$ cat config.mk
export PLATFORM = sky130hd
export DESIGN_NAME = cg_gate_ctrl
export DESIGN_NICKNAME = d
export VERILOG_FILES = /design/src/rtl/cg_ctrl_pkg.sv /design/src/rtl/cg_req_regs.sv /design/src/rtl/cg_domain_fsm.sv /design/src/rtl/cg_gate_ctrl.sv
export SDC_FILE = /design/constraint.sdc
export NUM_CORES = 1
export LEC_CHECK = 0
export BUFFER_PORTS_ARGS = -buffer_cell sky130_fd_sc_hd__buf_2
export CAP_MARGIN = 40
export CORE_AREA = 2 2 74 76
export DETAILED_ROUTE_END_ITERATION = 10
export DIE_AREA = 0 0 76 78
export PLACE_DENSITY = 0.66
export SLEW_MARGIN = 15
export SYNTH_ARGS = -nofsm -noshare
export SYNTH_HDL_FRONTEND = slang
export SYNTH_SLANG_ARGS = --single-unit
$ cat constraint.sdc
create_clock -name clk -period 2.8 [get_ports clk]
set_input_delay 0.14 -clock clk [delete_from_list [all_inputs] [get_ports clk]]
set_output_delay 0.14 -clock clk [all_outputs]
set_load 0.05 [all_outputs]
$ cat src/rtl/cg_ctrl_pkg.sv
package cg_ctrl_pkg;

    localparam int NUM_DOM   = 5;
    localparam int DATA_W    = 32;
    localparam int ADDR_W    = 4;
    localparam int KEY_W     = 4;
    localparam int KEY_LSB   = DATA_W - KEY_W;

    localparam logic [KEY_W-1:0]  KEY_SET_ONLY = 4'h5;
    localparam logic [KEY_W-1:0]  KEY_CLR_ONLY = 4'h2;

    localparam logic [ADDR_W-1:0] OFS_MODE = 4'h0;
    localparam logic [ADDR_W-1:0] OFS_REQ  = 4'h4;

    typedef enum logic [1:0] {
        WR_PLAIN,
        WR_SET,
        WR_CLEAR
    } wr_kind_e;

    typedef enum logic [1:0] {
        DOM_RUN,
        DOM_DRAIN,
        DOM_PARKED,
        DOM_WAKE
    } dom_state_e;

    function automatic wr_kind_e decode_key(input logic [KEY_W-1:0] key);
        if (key == KEY_SET_ONLY)      return WR_SET;
        else if (key == KEY_CLR_ONLY) return WR_CLEAR;
        else                          return WR_PLAIN;
    endfunction

endpackage

$ cat src/rtl/cg_req_regs.sv
module cg_req_regs
    import cg_ctrl_pkg::*;
#(
    parameter int N_DOM  = NUM_DOM,
    parameter int D_W    = DATA_W,
    parameter int A_W    = ADDR_W
) (
    input  logic             clk,
    input  logic             rst,
    input  logic             wr,
    input  logic [A_W-1:0]   addr,
    input  logic [D_W-1:0]   wdata,
    output logic [N_DOM-1:0] req_q,
    output logic [N_DOM-1:0] mode_q,
    output logic [D_W-1:0]   rdata
);

    localparam int K_LSB = D_W - KEY_W;

    wr_kind_e         kind;
    logic [N_DOM-1:0] bits;
    logic             req_hit;
    logic             mode_hit;

    assign kind     = decode_key(wdata[D_W-1:K_LSB]);
    assign bits     = wdata[N_DOM-1:0];
    assign req_hit  = wr && (addr == A_W'(OFS_REQ));
    assign mode_hit = wr && (addr == A_W'(OFS_MODE));

    always_ff @(posedge clk) begin
        if (rst) begin
            req_q  <= '1;
            mode_q <= '0;
        end else begin
            if (req_hit) begin
                unique case (kind)
                    WR_SET:   req_q <= req_q | bits;
                    WR_CLEAR: req_q <= req_q & ~bits;
                    default:  req_q <= bits;
                endcase
            end
            if (mode_hit) mode_q <= bits;
        end
    end

    always_comb begin
        rdata = '0;
        if (addr == A_W'(OFS_REQ))       rdata[N_DOM-1:0] = req_q;
        else if (addr == A_W'(OFS_MODE)) rdata[N_DOM-1:0] = mode_q;
    end


    set_only_chk: assert property (@(posedge clk) disable iff (rst)
        $past(req_hit && kind == WR_SET) |-> ((req_q & $past(req_q)) == $past(req_q)));


    clear_only_chk: assert property (@(posedge clk) disable iff (rst)
        $past(req_hit && kind == WR_CLEAR) |-> ((req_q & ~$past(req_q)) == '0));


    req_hold_chk: assert property (@(posedge clk) disable iff (rst)
        !$past(req_hit) |-> $stable(req_q));

endmodule

$ cat src/rtl/cg_domain_fsm.sv
module cg_domain_fsm
    import cg_ctrl_pkg::*;
(
    input  logic clk,
    input  logic rst,
    input  logic req_on,
    input  logic mode_idle,
    input  logic ack,
    output logic clk_en,
    output logic idle_req
);

    dom_state_e st, nxt;

    always_comb begin
        nxt = st;
        if (!mode_idle) begin
            nxt = req_on ? DOM_RUN : DOM_PARKED;
        end else begin
            unique case (st)
                DOM_RUN:    if (!req_on) nxt = DOM_DRAIN;
                DOM_DRAIN:  if (req_on) nxt = DOM_RUN;
                            else if (ack) nxt = DOM_PARKED;
                DOM_PARKED: if (req_on) nxt = DOM_WAKE;
                DOM_WAKE:   nxt = req_on ? DOM_RUN : DOM_DRAIN;
                default:    nxt = DOM_RUN;
            endcase
        end
    end

    always_ff @(posedge clk) begin
        if (rst) st <= DOM_RUN;
        else     st <= nxt;
    end

    assign clk_en   = (st != DOM_PARKED);
    assign idle_req = mode_idle && (st != DOM_RUN);


    direct_follow_chk: assert property (@(posedge clk) disable iff (rst)
        !$past(mode_idle) |-> (clk_en == $past(req_on)));


    stop_needs_ack_chk: assert property (@(posedge clk) disable iff (rst)
        ($past(mode_idle) && $fell(clk_en)) |-> $past(ack));


    release_after_en_chk: assert property (@(posedge clk) disable iff (rst)
        (mode_idle && $past(mode_idle) && $fell(idle_req)) |-> (clk_en && $past(clk_en)));

endmodule

$ cat src/rtl/cg_gate_ctrl.sv
module cg_gate_ctrl
    import cg_ctrl_pkg::*;
#(
    parameter int N_DOM = NUM_DOM,
    parameter int D_W   = DATA_W,
    parameter int A_W   = ADDR_W
) (
    input  logic             clk,
    input  logic             rst,
    input  logic             reg_wr,
    input  logic [A_W-1:0]   reg_addr,
    input  logic [D_W-1:0]   reg_wdata,
    output logic [D_W-1:0]   reg_rdata,
    input  logic [N_DOM-1:0] idle_ack,
    output logic [N_DOM-1:0] idle_req,
    output logic [N_DOM-1:0] clk_en
);

    logic [N_DOM-1:0] req_q;
    logic [N_DOM-1:0] mode_q;

    cg_req_regs #(.N_DOM(N_DOM), .D_W(D_W), .A_W(A_W)) u_regs (
        .clk    (clk),
        .rst    (rst),
        .wr     (reg_wr),
        .addr   (reg_addr),
        .wdata  (reg_wdata),
        .req_q  (req_q),
        .mode_q (mode_q),
        .rdata  (reg_rdata)
    );

    for (genvar d = 0; d < N_DOM; d++) begin : g_dom
        cg_domain_fsm u_fsm (
            .clk       (clk),
            .rst       (rst),
            .req_on    (req_q[d]),
            .mode_idle (mode_q[d]),
            .ack       (idle_ack[d]),
            .clk_en    (clk_en[d]),
            .idle_req  (idle_req[d])
        );
    end

endmodule

==> results by group <==
Status
  • Status: finished, final reports clean

Timing
  • Worst hold slack: 0.144 ns
  • Part of the cycle the worst path needs: 0.487
  • FMAX: 0.733 GHz
  • Hold Fails Final Rpt: 0
  • Final setup fails: 0
  • Post-route minimum period: 1.36 ns
  • Slew Limit Fails: 0
  • Setup TNS Final: 0 ns
  • Slew @ Worst Pin: 0.748 ns
  • RSZ-0062 raised after global routing: false
  • Final setup skew: 0.00662 ns
  • Relative slew margins: 0.495

Setup path
  • Setup crit end: reg_rdata[3]
  • Crit. End Element: primary output
  • Crit path launch type: register
  • Largest stage delay on the critical path: 0.46 ns
  • CP max-delay cell: dfxtp_1
  • Crit path max-delay family: flip-flops
  • Crit path buf inv count: 1
  • Crit path cell chain: mux2i_1, nor2_1, buf_2
  • Critical path depth in cells: 3
  • Reg2Reg Depth: 3
  • Reg2reg end: g_dom[1].u_fsm.st[0]$_SDFFE_PP0P_
  • CP max FO: 7
  • R2R Setup Slk: 1.83 ns
  • CP required: 2.66 ns
  • Worst EP arrival: 1.22 ns
  • Crit path kind: reg -> out
  • CP Launch Point: u_regs.req_q[3]$_SDFFE_PP1P_

Clock tree
  • Clk sinks: 20
  • H-tree depth: 1
  • Clock-pin slew on the worst setup and hold paths: 0.08 ns
  • Post CTS Setup Buffer Count: 0
  • # hold bufs at CTS: 0
  • CTS Buf Count: 3
  • Gates resized, CTS repair: 0
  • CTS tree: yes
  • Clk buf depth: 2
  • Clk_lat worst skew: 0.26 ns
  • CTS root buf: clkbuf_8

Detailed routing
  • Wire length per cell: 11.1 um
  • Via-to-Cell Ratio: 4.40
  • Vias: 1157
  • Drt total wl: 2920 um
  • Drt drc: 0
  • Drt first pass iters: 4
  • DRT antenna net count: 0
  • Iter 0 DRT Violations: 34

Layout
  • Final net count: 238
  • Fraction of layout instances using a drive strength above 1: 0.238
  • # diodes: 0
  • Area Growth Syn to Fin: 9.13%
  • Final-layout fill cell count: 543
  • Finished Cell Area: 1560 um^2
  • Final Non-Filler Cells: 263

Placed design
  • Port bufs: 35
  • DP HPWL: 2200 um
  • GPL Wtd Cong: 0.701
  • Placed cell count: 259
  • Placed inst area: 1480 um^2

Floorplan
  • Width of the die: 76 um
  • DIE AREA: 5930 um^2
  • Initial Util: 0.283
  • Die Span Y: 78 um
  • # rows: 26
  • Core Area: 5040 um^2
  • Ports: 86

Synth
  • Yosys warnings: 0
  • Mux cell area share after synthesis: 0.0351
  • Sequential area share after synthesis: 0.281
  • Xor-xnor portion of the synthesized cell area: 0.0123
  • EDFF count, synth: 0
  • Post-synthesis simple-gate area fraction: 0.259
  • Largest family of logic cells by synthesized area: simple AND/OR/NAND/NOR gates
  • Top_reg_cell synth: dfxtp_1
  • Syn Std Cell Area: 1430 um^2
  • Post-synthesis compound-gate area fraction: 0.191
  • Adder-Cell Fraction of Synth Area: 0
  • Seq cells post-synth: 20
  • Yosys cell types: 32
  • Mean Syn Cell Area: 8.43 um^2
  • Mapped Cells: 169
  • Fraction of registers with async set or reset after synthesis: 0

Global routing
  • GRT Total Usage: 0.0982
  • Largest net degree at the start of global routing: 21
  • Number of global-route vias before repair: 1058
  • Total global routing overflow: 0
  • Grt met3 use: 0.0186
  • Met1 Usage GRT: 0.135
  • Antenna violations before repair: 0
  • Met2 usage in global routing: 0.154
  • GR peak layer: met2
  • Global-route wire length before repair: 4860 um

Pwr
  • Peak supply drop: 0.000166 V
  • Pwr dens: 473 nW/um^2
  • Pleak: 0.631 nW
  • Tot Pwr: 736 uW

Min path
  • HP Class: in -> reg

Flow run
  • Max Cap Viol: 0
[tightest hold or removal path, cell delays in order]
cell and delay, ns:
buf_2 0.11, nand3_1 0.06, a21oi_1 0.05
[power by group]
group,total (mW),internal [mW],switching [mW],leakage [nW]
logic,0.152,0.0284,0.123,0.434
clock network,0.292,0.191,0.102,0.0357
registers,0.292,0.288,0.00483,0.162
[worst min path at each step]
stage / from / endpoint / slack [ns] / cells past startpoint
after CTS: reg_wdata[4] / u_regs.mode_q[4]$_SDFFE_PP0P_ / 0.14 / 3
after floorplan: reg_wdata[0] / u_regs.mode_q[0]$_SDFFE_PP0P_ / 0.29 / 2
after global placement: reg_wdata[1] / u_regs.mode_q[1]$_SDFFE_PP0P_ / 0.42 / 3
final: reg_wdata[4] / u_regs.mode_q[4]$_SDFFE_PP0P_ / 0.14 / 3
after global routing: reg_wdata[2] / u_regs.mode_q[2]$_SDFFE_PP0P_ / 0.15 / 3
after detailed placement: reg_wdata[1] / u_regs.mode_q[1]$_SDFFE_PP0P_ / 0.43 / 3
[cells by family (layout without fill, tap and decap cells)]
| kind of cell | Yosys count | after routing |
|---|---|---|
| and+or+nand+nor | 54 | 54 |
| muxes | 5 | 5 |
| other | 1 | 27 |
| xor gates and xnor gates | 2 | 2 |
| DFF | 20 | 20 |
| AOI/OAI and AO/OA | 43 | 43 |
| buffers and inverters | 44 | 42 |
[per-layer routing]
layer  up-vias  part of all wire
met5         -                 0
met4         0                 0
met3         0             0.084
met2        50              0.44
met1       520              0.48
li1        587                 -
[synthesized netlist by cell type, drive strengths merged (3+ instances only)]
| cell type | instances | share of area |
|---|---|---|
| buf | 39 | 0.21 |
| dfxtp | 20 | 0.28 |
| o21ai | 17 | 0.073 |
| a21oi | 14 | 0.049 |
| nand3b | 8 | 0.042 |
| nor2b | 8 | 0.035 |
| a21o | 5 | 0.026 |
| mux2i | 5 | 0.035 |
| nand2b | 5 | 0.022 |
| nand3 | 5 | 0.018 |
| nand4 | 5 | 0.022 |
| nand4b | 5 | 0.031 |
| nor2 | 5 | 0.013 |
| o21a | 5 | 0.026 |
| nand2 | 4 | 0.011 |
| inv | 3 | 0.0079 |
[placed cells by master (no fill, tap or decap), types with 4 or more instances in the layout]
| master | netlist | final |
|---|---|---|
| nand3_1 | 5 | 5 |
| mux2i_1 | 5 | 5 |
| nand4b_1 | 5 | 5 |
| o21a_1 | 5 | 5 |
| buf_2 | 1 | 35 |
| o21ai_1 | 5 | 5 |
| nor2b_1 | 8 | 8 |
| o21ai_2 | 5 | 5 |
| nand2b_1 | 5 | 5 |
| a21oi_1 | 14 | 14 |
| nor2_1 | 5 | 5 |
| nand3b_1 | 8 | 8 |
| conb_1 | 1 | 27 |
| a21o_1 | 5 | 5 |
| dfxtp_1 | 20 | 20 |
| o21ai_0 | 7 | 7 |
| nand2_1 | 4 | 4 |
| nand4_1 | 5 | 5 |
[layout make-up]
type	count	area, um^2	share of cell area
multi-input cells	131	810	0.521
clock inverters	1	30.0	0.0193
clock buffers	3	41.3	0.0265
inverters	3	11.3	0.00724
flip-flops and latches	20	400	0.257
repair buffers	35	175	0.113
well taps	70	87.6	0.0563
[per-stage QoR]
step | worst slack, ns | util
2_1_floorplan | 1.41 | -
6_report | 1.44 | 0.308
3_5_place_dp | 1.31 | 0.294
3_3_place_gp | 1.33 | 0.294
4_1_cts | 1.43 | 0.308
5_1_grt | 1.32 | 0.308
No activity file was read; power rests on OpenSTA's default activity.
